===== config.mk =====
export PLATFORM = sky130hd
export DESIGN_NAME = bseq_top
export DESIGN_NICKNAME = d
export VERILOG_FILES = /design/src/rtl/bseq_pkg.sv /design/src/rtl/bseq_cfg_reg.sv /design/src/rtl/bseq_addr_gen.sv /design/src/rtl/bseq_wait_gen.sv /design/src/rtl/bseq_top.sv
export SDC_FILE = /design/constraint.sdc
export NUM_CORES = 1
export LEC_CHECK = 0
export BUFFER_PORTS_ARGS = -buffer_cell sky130_fd_sc_hd__buf_2
export CAP_MARGIN = 20
export CORE_ASPECT_RATIO = 1.1
export CORE_MARGIN = 2
export CORE_UTILIZATION = 40
export DETAILED_ROUTE_END_ITERATION = 7
export PLACE_DENSITY = 0.65
export SYNTH_ARGS = -nofsm -noshare
export SYNTH_HDL_FRONTEND = slang
export SYNTH_SLANG_ARGS = --single-unit

===== constraint.sdc =====
create_clock -name clk -period 3.3 [get_ports clk]
set_clock_uncertainty 0.2 [all_clocks]
set_input_delay 0.33 -clock clk [delete_from_list [all_inputs] [get_ports clk]]
set_output_delay 0.33 -clock clk [all_outputs]
set_load 0.01 [all_outputs]

===== src/rtl/bseq_pkg.sv =====
package bseq_pkg;

    typedef enum logic [1:0] {
        ST_IDLE = 2'd0,
        ST_LAT  = 2'd1,
        ST_DATA = 2'd2
    } bseq_state_e;

    localparam logic [15:0] CFG_RESET   = 16'h1D1F;
    localparam logic [15:0] CFG_STORED  = 16'hFD3F;
    localparam logic [1:0]  SEL_BUS_CFG = 2'b10;
    localparam int          CNT_W       = 5;

    function automatic logic lat_code_ok(input logic [2:0] code);
        return !(code == 3'b001 || code == 3'b111);
    endfunction

    function automatic logic [CNT_W-1:0] lat_cycles(input logic [2:0] code);
        logic [CNT_W-1:0] n;
        case (code)
            3'b000:  n = 5'd9;
            3'b010:  n = 5'd3;
            3'b011:  n = 5'd4;
            3'b100:  n = 5'd5;
            3'b101:  n = 5'd6;
            3'b110:  n = 5'd7;
            default: n = 5'd4;
        endcase
        return n;
    endfunction

    function automatic logic blen_code_ok(input logic [2:0] code);
        return (code == 3'b001) || (code == 3'b010) ||
               (code == 3'b011) || (code == 3'b111);
    endfunction

    // zero means continuous
    function automatic logic [CNT_W-1:0] blen_words(input logic [2:0] code);
        logic [CNT_W-1:0] n;
        case (code)
            3'b001:  n = 5'd4;
            3'b010:  n = 5'd8;
            3'b011:  n = 5'd16;
            default: n = 5'd0;
        endcase
        return n;
    endfunction

endpackage


===== src/rtl/bseq_cfg_reg.sv =====
module bseq_cfg_reg
    import bseq_pkg::*;
(
    input  logic        clk,
    input  logic        rst_n,
    input  logic        we,
    input  logic [1:0]  sel,
    input  logic [15:0] wdata,
    output logic [15:0] cfg_q,
    output logic        err_q
);

    typedef struct packed {
        logic [15:0] cfg;
        logic        err;
    } cfg_s;

    cfg_s cur_q, nxt_d;
    logic [15:0] val_d;

    always_comb begin
        nxt_d = cur_q;
        val_d = wdata & CFG_STORED;
        if (we && sel == SEL_BUS_CFG) begin
            if (!lat_code_ok(wdata[13:11])) begin
                val_d[13:11] = cur_q.cfg[13:11];
                nxt_d.err    = 1'b1;
            end
            if (!blen_code_ok(wdata[2:0])) begin
                val_d[2:0] = cur_q.cfg[2:0];
                nxt_d.err  = 1'b1;
            end
            nxt_d.cfg = val_d;
        end
    end

    always_ff @(posedge clk or negedge rst_n) begin
        if (!rst_n) begin
            cur_q.cfg <= CFG_RESET;
            cur_q.err <= 1'b0;
        end else begin
            cur_q <= nxt_d;
        end
    end

    assign cfg_q = cur_q.cfg;
    assign err_q = cur_q.err;

    a_r4_err_sticky: assert property (@(posedge clk) disable iff (!rst_n)
        err_q |=> err_q);

    a_r2_foreign_sel_no_change: assert property (@(posedge clk) disable iff (!rst_n)
        (we && sel != SEL_BUS_CFG) |=> $stable(cfg_q));

    a_r4_lat_field_valid: assert property (@(posedge clk) disable iff (!rst_n)
        lat_code_ok(cfg_q[13:11]) && blen_code_ok(cfg_q[2:0]));

endmodule


===== src/rtl/bseq_addr_gen.sv =====
module bseq_addr_gen
    import bseq_pkg::*;
#(
    parameter int AW = 20
) (
    input  logic [AW-1:0]    addr,
    input  logic             wrap_en,
    input  logic [CNT_W-1:0] words,
    output logic [AW-1:0]    addr_next,
    output logic [AW-1:0]    win_mask
);

    localparam int PAD_W = AW - CNT_W;

    logic [AW-1:0] inc;

    always_comb begin
        inc      = addr + 1'b1;
        win_mask = {{PAD_W{1'b0}}, words - 1'b1};
        if (words == '0 || !wrap_en) begin
            addr_next = inc;
        end else begin
            addr_next = (addr & ~win_mask) | (inc & win_mask);
        end
    end

endmodule


===== src/rtl/bseq_wait_gen.sv =====
module bseq_wait_gen (
    input  logic lat_phase,
    input  logic last_lat,
    input  logic early,
    input  logic pol_high,
    output logic wait_act,
    output logic wait_pin
);

    always_comb begin
        wait_act = lat_phase && !(early && last_lat);
        wait_pin = pol_high ? wait_act : !wait_act;
    end

endmodule


===== src/rtl/bseq_top.sv =====
module bseq_top
    import bseq_pkg::*;
#(
    parameter int AW = 20
) (
    input  logic          clk,
    input  logic          rst_n,
    input  logic          cfg_we,
    input  logic [1:0]    cfg_sel,
    input  logic [15:0]   cfg_wdata,
    input  logic          cmd_start,
    input  logic          cmd_write,
    input  logic [AW-1:0] cmd_addr,
    input  logic          cmd_end,
    input  logic          lat_stall,
    output logic          busy,
    output logic          data_valid,
    output logic          data_write,
    output logic [AW-1:0] word_addr,
    output logic          wait_o,
    output logic [15:0]   cfg_value,
    output logic          cfg_err
);

    typedef struct packed {
        bseq_state_e      state;
        logic [CNT_W-1:0] cnt;
        logic [AW-1:0]    addr;
        logic             wr;
    } seq_s;

    seq_s cur_q, nxt_d;

    logic [15:0]      cfg;
    logic             async_mode, fixed_lat, no_wrap;
    logic [CNT_W-1:0] burst_words;
    logic [AW-1:0]    addr_step, win_mask;
    logic             lat_hold, last_lat, wait_act;

    bseq_cfg_reg i_cfg (
        .clk   (clk),
        .rst_n (rst_n),
        .we    (cfg_we),
        .sel   (cfg_sel),
        .wdata (cfg_wdata),
        .cfg_q (cfg),
        .err_q (cfg_err)
    );

    assign async_mode  = cfg[15];
    assign fixed_lat   = cfg[14];
    assign no_wrap     = cfg[3];
    assign burst_words = blen_words(cfg[2:0]);

    bseq_addr_gen #(.AW(AW)) i_addr (
        .addr      (cur_q.addr),
        .wrap_en   (!no_wrap),
        .words     (burst_words),
        .addr_next (addr_step),
        .win_mask  (win_mask)
    );

    assign lat_hold = lat_stall && !fixed_lat;
    assign last_lat = (cur_q.state == ST_LAT) && (cur_q.cnt == 5'd1) && !lat_hold;

    bseq_wait_gen i_wait (
        .lat_phase (cur_q.state == ST_LAT),
        .last_lat  (last_lat),
        .early     (cfg[8]),
        .pol_high  (cfg[10]),
        .wait_act  (wait_act),
        .wait_pin  (wait_o)
    );

    always_comb begin
        nxt_d = cur_q;
        case (cur_q.state)
            ST_IDLE: begin
                if (cmd_start && !async_mode) begin
                    nxt_d.state = ST_LAT;
                    nxt_d.cnt   = lat_cycles(cfg[13:11]);
                    nxt_d.addr  = cmd_addr;
                    nxt_d.wr    = cmd_write;
                end
            end
            ST_LAT: begin
                if (cmd_end) begin
                    nxt_d.state = ST_IDLE;
                end else if (!lat_hold) begin
                    if (cur_q.cnt == 5'd1) begin
                        nxt_d.state = ST_DATA;
                        nxt_d.cnt   = burst_words;
                    end else begin
                        nxt_d.cnt = cur_q.cnt - 1'b1;
                    end
                end
            end
            ST_DATA: begin
                nxt_d.addr = addr_step;
                if (cmd_end) begin
                    nxt_d.state = ST_IDLE;
                end else if (cur_q.cnt != '0) begin
                    if (cur_q.cnt == 5'd1) begin
                        nxt_d.state = ST_IDLE;
                    end
                    nxt_d.cnt = cur_q.cnt - 1'b1;
                end
            end
            default: nxt_d.state = ST_IDLE;
        endcase
    end

    always_ff @(posedge clk or negedge rst_n) begin
        if (!rst_n) begin
            cur_q.state <= ST_IDLE;
            cur_q.cnt   <= '0;
            cur_q.addr  <= '0;
            cur_q.wr    <= 1'b0;
        end else begin
            cur_q <= nxt_d;
        end
    end

    assign busy       = cur_q.state != ST_IDLE;
    assign data_valid = cur_q.state == ST_DATA;
    assign data_write = cur_q.wr;
    assign word_addr  = cur_q.addr;
    assign cfg_value  = cfg;

    a_r7_idle_wait_inactive: assert property (@(posedge clk) disable iff (!rst_n)
        !busy |-> (wait_o == !cfg[10]));

    a_r8_no_wait_in_data: assert property (@(posedge clk) disable iff (!rst_n)
        data_valid |-> !wait_act);

    a_r12_async_blocks_start: assert property (@(posedge clk) disable iff (!rst_n)
        (!busy && cmd_start && async_mode) |=> !busy);

    a_r6_fixed_ignores_stall: assert property (@(posedge clk) disable iff (!rst_n)
        (cur_q.state == ST_LAT && fixed_lat && cur_q.cnt > 5'd1 && !cmd_end)
        |=> (cur_q.cnt == $past(cur_q.cnt) - 1'b1));

    a_r9_wrap_in_window: assert property (@(posedge clk) disable iff (!rst_n)
        (data_valid && $past(data_valid) && !no_wrap && burst_words != '0
         && $stable(cfg))
        |-> ((word_addr & ~win_mask) == ($past(word_addr) & ~win_mask)));

    a_r11_continuous_linear: assert property (@(posedge clk) disable iff (!rst_n)
        (data_valid && $past(data_valid) && burst_words == '0)
        |-> (word_addr == $past(word_addr) + 1'b1));

endmodule


==> results.yml, run 1 <==
logic_synthesis:
  yosys_warnings: 0
  ys_seq_area_frac: 0.3555
  ys_async_sr_fraction: 1.000
  ys.flop_type: "dfrtp_1"
  synthAdderAreaFrac: 0.04104
  synth_area_leaders: "dfrtp_1, dfstp_2, buf_4"
  synth-seq-cells: 42
  synth_area_per_cell_sq_um: 8.611
  synth-simple-area-share: 0.2349
  netlist_instances: 347
  synth_xor_area_frac: 0.01466
  yosys-mux-area-fraction: 0.02889
  synth_top_area_frac: 0.2764
  synth-edff-count: 0
  synth_top_family_by_area: "simple AND/OR/NAND/NOR gates"
  yosysUniqueCellTypes: 68
  synth_compound_gate_area_share: 0.2106
  syn-cell-area_sq_um: 2988
  synth_top_cell_by_area: "dfrtp_1"
detailed_routing:
  drcViolationCount: 0
  ant_nets: 0
  totalWireLength_um: 7259
  via_per_inst: 5.437
  firstDrtPassIters: 4
  num_vias: 2675
  avgRoutedWirePerCell_um: 14.75
  drtIter0Drc: 111
clock_network:
  h-tree-depth: 2
  clock_latency_ps: 300
  cts_tree: "yes"
  clk_path_buf_depth: 2
  cts_resized: 0
  cts_buffers: 5
  clk_pin_slew_worst_paths_ps: 90
  clkSinkCount: 42
  cts-root-buf: "clkbuf_8"
global_route:
  grt_pass1_vias: 2416
  grt_pass1_wl_um: 11520
  overflow: 0
  grtUsageTotal: 0.1738
  antenna_found_initial: 0
  grt_max_degree: 43
worst_setup_path:
  crit_path_max_incr_delay_ps: 610
  startpoint_type: "register"
  cp_num_buf_inv: 1
  crit_chain: "or3b_2, ha_1, o211ai_2, buf_4, a31oi_1, o21ai_0, nand3_1"
  cp.required_ps: 3280
  critical-path-top-delay-family: "compound AO/OA/AOI/OAI gates"
  end_kind: "register"
  crit_fanout: 15
  reg2reg_slack_ps: 460
  crit_arrival_ps: 2820
  critPathKind: "register to register"
  crit_path_top_delay_cell: "dfstp_2"
timing:
  slew_violations: 0
  tns_ps: 0
  finalSetupViolCount: 0
  fmax_mhz: 352.4
  fin_crit_sh: 0.8599
  max_slew_margin: 0.5426
  tightest_slew_ps: 683.5
  whs_ps: 1.747
  hold_viol: 0
  rsz0062_at_grt: "no"
  post-route-min-period_ps: 2838
min_path:
  hp-class: "input pin to register"
die:
  num_rows: 33
  io_pins: 86
  die_h_um: 94.65
  start_util: 0.4065
  design.core.area_sq_um: 7350
  die_w_um: 86.41
  die-area_sq_um: 8178
finish:
  drive_gt1_frac: 0.3136
  antenna_cells: 0
  area_growth_pct: 13.74
  fin_nets: 458
  fillers: 747
  fin_cells: 492
  finish.instance_area_sq_um: 3398
  utilization: 0.4624
run_status:
  status: "complete, no violations"
placement:
  place_hpwl_um: 5302
  dpl_cell_area_sq_um: 3248
  dp.cells: 481
  gp_congestion: 0.8550
  port_buffers: 79
run:
  cap_violations: 0
pwr:
  p_leak_nw: 1.524
  p_per_area_nw_per_um2: 686.2
  vdd_ir_drop_max_uv: 305.8
-- state kept, by name, summed over array words and instances (netlist names), named ones only --
signal       flops
i_cfg.cfg_q     13
cur_q            7
i_cfg.err_q      1
data_write       1
word_addr       17
-- per-layer routing --
layer	track usage	routed length, um	up-vias	part of all wire
met4	0.03385	45	0	0.0062
met2	0.3090	3686	62	0.51
met5	0	0	-	0
met3	0.03059	316	5	0.044
li1	-	-	1341	-
met1	0.2211	3211	1267	0.44
-- report_power, final --
group | switching, W | leakage [nW] | internal [W]
combinational | 0.000544 | 0.957 | 0.000436
sequential | 0.000240 | 0.516 | 0.000694
clock | 0.000192 | 0.0514 | 0.000226
total | 0.000975 | 1.52 | 0.00136
-- worst min-delay path, stage by stage --
cell	delay, ps
buf_2	100
nand2_1	40
nand2_1	40
-- synth_stat cells, types with 2 or more instances --
library cell	count
or3_1	3
inv_1	13
or4_1	2
nor2b_1	2
and4_4	2
xor2_1	2
o31a_1	2
buf_6	5
nor3b_1	3
nor3_1	8
nor4_1	3
a21oi_1	29
mux2i_1	3
nor2_1	21
a221oi_1	2
a2bb2oi_1	3
ha_1	9
a211oi_1	3
clkbuf_1	2
buf_2	6
o22ai_1	5
mux2_2	5
nor2_4	2
nand3_1	8
xnor2_1	3
nand2b_1	4
a22oi_1	2
dfstp_2	9
o21ai_1	12
a31oi_1	4
nor4b_1	2
or2_2	3
buf_4	26
o21ai_0	27
nand2_1	41
dfrtp_1	33
nand4_1	7
-- what timing repair did --
item | in CTS | in global routing
endpoints found under the hold margin | 0 | 11
hold buffers | 0 | 2
setup buffers | 0 | 0
-- worst paths after layout --
kind,start,end,cells after the start
min in group asynchronous,rst_n,word_addr[7]$_DFFE_PN0P_,2
worst min register to register,i_cfg.cfg_q[4]$_DFFE_PN1P_,i_cfg.cfg_q[4]$_DFFE_PN1P_,2
worst min-delay path,cfg_wdata[4],i_cfg.cfg_q[4]$_DFFE_PN1P_,3
max in group asynchronous,rst_n,i_cfg.cfg_q[0]$_DFFE_PN1P_,3
worst max register to register,i_cfg.cfg_q[1]$_DFFE_PN1P_,word_addr[14]$_DFFE_PN0P_,7
worst max-delay path,i_cfg.cfg_q[1]$_DFFE_PN1P_,word_addr[14]$_DFFE_PN0P_,7
-- placed cells by master, fill, tap and decap left out, drive strengths merged, types with 2 or more instances in the layout --
cell type / instances
ha: 9
dfstp: 9
nor4: 3
or3: 3
clkbuf: 6
xor2: 2
o22ai: 5
a2bb2oi: 3
nand2: 41
nor4b: 2
a211oi: 4
mux2: 5
a21oi: 30
nand3b: 2
and4: 4
conb: 3
inv: 13
a31oi: 4
and2: 2
o31a: 3
nor3b: 3
mux2i: 3
or4: 2
nand4: 7
or2: 4
o21ai: 40
buf: 85
nor3: 8
nand3: 9
dlygate4sd3: 2
nand2b: 4
dfrtp: 33
and3: 2
nor2: 23
a221oi: 2
a22oi: 2
xnor2: 3
nor2b: 2
-- through the flow --
step / setup WS (ps) / total power, W
2_1_floorplan: 844.5 / 0.001725
3_3_place_gp: 542.6 / 0.001895
3_5_place_dp: 479.8 / 0.001924
4_1_cts: 460.6 / 0.002348
5_1_grt: 172.1 / 0.002521
6_report: 462.3 / 0.002332
-- cells by family after synthesis --
group,after synthesis
buf+inv,52
fa+ha+maj,10
xor+xnor,5
compound gates,103
mux,8
other cells,1
flops,42
simple gates,126
-- cell type report --
type | count | area, sq um | area share
multi-input cells | 255 | 1595 | 0.4694
flip-flops and latches | 42 | 1062 | 0.3126
repair buffers | 87 | 473.0 | 0.1392
well taps | 87 | 108.9 | 0.03203
clock buffers | 6 | 72.57 | 0.02135
inverters | 13 | 48.80 | 0.01436
clock inverters | 2 | 37.54 | 0.01105
No activity file was read; power rests on OpenSTA's default activity.
==> inputs of run 2 (changes only) <==
--- a/config.mk
+++ b/config.mk
@@ -5,12 +5,14 @@
 export SDC_FILE = /design/constraint.sdc
 export NUM_CORES = 1
 export LEC_CHECK = 0
+export ABC_AREA = 1
 export BUFFER_PORTS_ARGS = -buffer_cell sky130_fd_sc_hd__buf_2
 export CAP_MARGIN = 20
 export CORE_ASPECT_RATIO = 1.1
 export CORE_MARGIN = 2
 export CORE_UTILIZATION = 40
 export DETAILED_ROUTE_END_ITERATION = 7
+export MAX_ROUTING_LAYER = met4
 export PLACE_DENSITY = 0.65
 export SYNTH_ARGS = -nofsm -noshare
 export SYNTH_HDL_FRONTEND = slang
==> run 2 against run 1 <==
Effect of this change: the flow now finishes with violations (negative hold slack); cell count increased by 25%; design area increased by 4.7%; first-iteration DRC count decreased by 9.9%; sequential power increased by 3.0%; global-route usage decreased by 0.13 points; sequential share of layout area decreased by 1.4 points; critical path depth increased by 3.
==> results.yml, run 2 <==
worst_setup_path:
  crit_top_cell: "inv_1"
  crit_fanout: 17
  critPathKind: "register to register"
  crit_path_top_delay_cell: "dfstp_2"
  rr_startpoint: "i_cfg.cfg_q[0]$_DFFE_PN1P_"
  crit_chain: "inv_1, nor3_1, inv_1, ha_1, a21oi_4, nand2_2, nand2_4, inv_4, nor2_1, a21oi_2"
  startpoint_type: "register"
  crit_path_max_incr_delay_ps: 580
  crit_arrival_ps: 2440
  reg2reg_to: "word_addr[13]$_DFFE_PN0P_"
  reg2reg_slack_ps: 850
  rr_worst_depth: 10
  end_kind: "register"
  cp.required_ps: 3290
logic_synthesis:
  ys_async_sr_fraction: 1.000
  netlist_instances: 448
  synth_most_common_cell: "nand2_1"
  syn-cell-area_sq_um: 3166
  ys_seq_area_frac: 0.3356
  synth_area_leaders: "dfrtp_1, nand2_1, dfstp_2"
  ys.flop_type: "dfrtp_1"
  synth_top_area_frac: 0.2609
  yosysUniqueCellTypes: 38
  synth_top_cell_by_area: "dfrtp_1"
  synth_area_per_cell_sq_um: 7.066
  synth-edff-count: 0
  synth.top_cells.by_count: "nand2_1, nor2_1, inv_1, dfrtp_1, o21ai_0"
  synth-seq-cells: 42
  yosys_warnings: 0
detailed_routing:
  firstDrtPassIters: 4
  drcViolationCount: 0
  ant_nets: 0
  num_vias: 2856
  via_per_inst: 4.644
  totalWireLength_um: 6995
  drtIter0Drc: 100
  avgRoutedWirePerCell_um: 11.37
run_status:
  status: "finished with violations"
  violations: "negative hold slack"
die:
  num_rows: 34
  start_util: 0.4066
  die-area_sq_um: 8642
  die_w_um: 88.82
  die_h_um: 97.30
  design.core.area_sq_um: 7785
  io_pins: 86
clock_network:
  clkSinkCount: 42
  postCtsSetupRepairBufs: 0
  clock_latency_ps: 300
  cts_buffers: 5
  clk_path_buf_depth: 2
  cts_tree: "yes"
  h-tree-depth: 2
  cts-root-buf: "clkbuf_8"
  cts_resized: 0
  clk_pin_slew_worst_paths_ps: 80
  cts_hold_buf: 0
finish:
  drive_gt1_frac: 0.2702
  mostFrequentLayoutCell: "nand2_1"
  final_cell_mix: "nand2_1, buf_2, nor2_1"
  area_growth_pct: 12.37
  fin_nets: 560
  largest_register_ffs: 17
  fillers: 817
  antenna_cells: 0
placement:
  place_hpwl_um: 5441
  gp_congestion: 0.8955
  port_buffers: 79
global_route:
  antenna_found_initial: 0
  grt_pass1_wl_um: 11670
  grt_pass1_vias: 2702
  overflow: 0
  grtUsageTotal: 0.1725
  grt_max_degree: 43
timing:
  max_slew_margin: 0.3652
  tns_ps: 0
  rsz0062_at_grt: "no"
  hold_viol: 32
  fin_crit_sh: 0.7416
  slew_violations: 0
  finalSetupViolCount: 0
  tightest_slew_ps: 952.3
  post-route-min-period_ps: 2447
  fmax_mhz: 408.6
  whs_ps: -20.23
pwr:
  total_power_w: 0.002925
  p_per_area_nw_per_um2: 822.4
  p_leak_nw: 1.788
  vdd_ir_drop_max_uv: 257.9
run:
  cap_violations: 0
min_path:
  hp-class: "input pin to async pin"
## run 2: cell count changes after synthesis, moves of 10 or more
cell / delta
a21oi_1: -13
inv_1: +35
nand2_1: +82
nor2_2: +10
nor2_1: +33
o21ai_1: -11
nand3_1: +18
## run 2: worst max path at each step
stage,startpoint,to,cells after the start
2_1_floorplan,i_cfg.cfg_q[0]$_DFFE_PN1P_,word_addr[16]$_DFFE_PN0P_,11
3_3_place_gp,i_cfg.cfg_q[0]$_DFFE_PN1P_,word_addr[13]$_DFFE_PN0P_,10
3_5_place_dp,i_cfg.cfg_q[0]$_DFFE_PN1P_,word_addr[13]$_DFFE_PN0P_,10
4_1_cts,i_cfg.cfg_q[0]$_DFFE_PN1P_,word_addr[13]$_DFFE_PN0P_,10
5_1_grt,i_cfg.cfg_q[0]$_DFFE_PN1P_,word_addr[10]$_DFFE_PN0P_,10
6_report,i_cfg.cfg_q[0]$_DFFE_PN1P_,word_addr[13]$_DFFE_PN0P_,10
## run 2: layer usage
layer  GRT usage  wire length [um]  vias to the layer above
li1            -                 -                     1495
met1      0.2000              3093                     1272
met2      0.2951              3387                       78
met3     0.03653               418                       11
met4     0.05012                95                        0
met5           -                 0                        -
## run 2: per-stage QoR
stage | setup slack [ps] | util | cell area (sq um) | cells
global route | 662.7 | 0.4569 | 3557 | 615
finish | 852.8 | 0.4569 | 3557 | 615
detailed placement | 835.2 | 0.4452 | 3466 | 607
floorplan | 1136 | - | 3173 | 450
global placement | 872.1 | 0.4452 | 3466 | 607
CTS | 810.1 | 0.4569 | 3557 | 615
## run 2: power breakdown
part | switching (W) | leakage (nW) | internal (W)
registers | 0.000237 | 0.505 | 0.000726
clock network | 0.000176 | 0.0482 | 0.000169
logic | 0.00102 | 1.23 | 0.000597
## run 2: cells by family (layout without fill, tap and decap cells)
kind of cell | Yosys count | count (layout) | synth area share
AOI/OAI and AO/OA | 67 | 67 | 0.1304
xor gates and xnor gates | 8 | 8 | 0.02214
adders and majority gates | 9 | 9 | 0.03557
buffers and inverters | 85 | 142 | 0.1423
DFF | 42 | 42 | 0.3356
muxes | 1 | 1 | 0.003557
other | 1 | 3 | 0.001185
and+or+nand+nor | 235 | 235 | 0.3292
## run 2: final cells by class
type | instances | area [sq um] | area share
clock buffer | 7 | 86.33 | 0.02427
clock inverter | 1 | 5.005 | 0.001407
inverter | 54 | 205.2 | 0.05769
sequential | 42 | 1062 | 0.2986
timing repair buffer | 80 | 402.9 | 0.1133
tap | 108 | 135.1 | 0.03799
multi-input combinational | 323 | 1660 | 0.4668
## run 2: worst max-delay path, delay by kind of cell (launching register included)
family	cells	cell delay [ps]
AOI/OAI and AO/OA	2	230
adders and majority gates	1	250
buffers and inverters	3	340
DFF	1	580
and+or+nand+nor	4	730
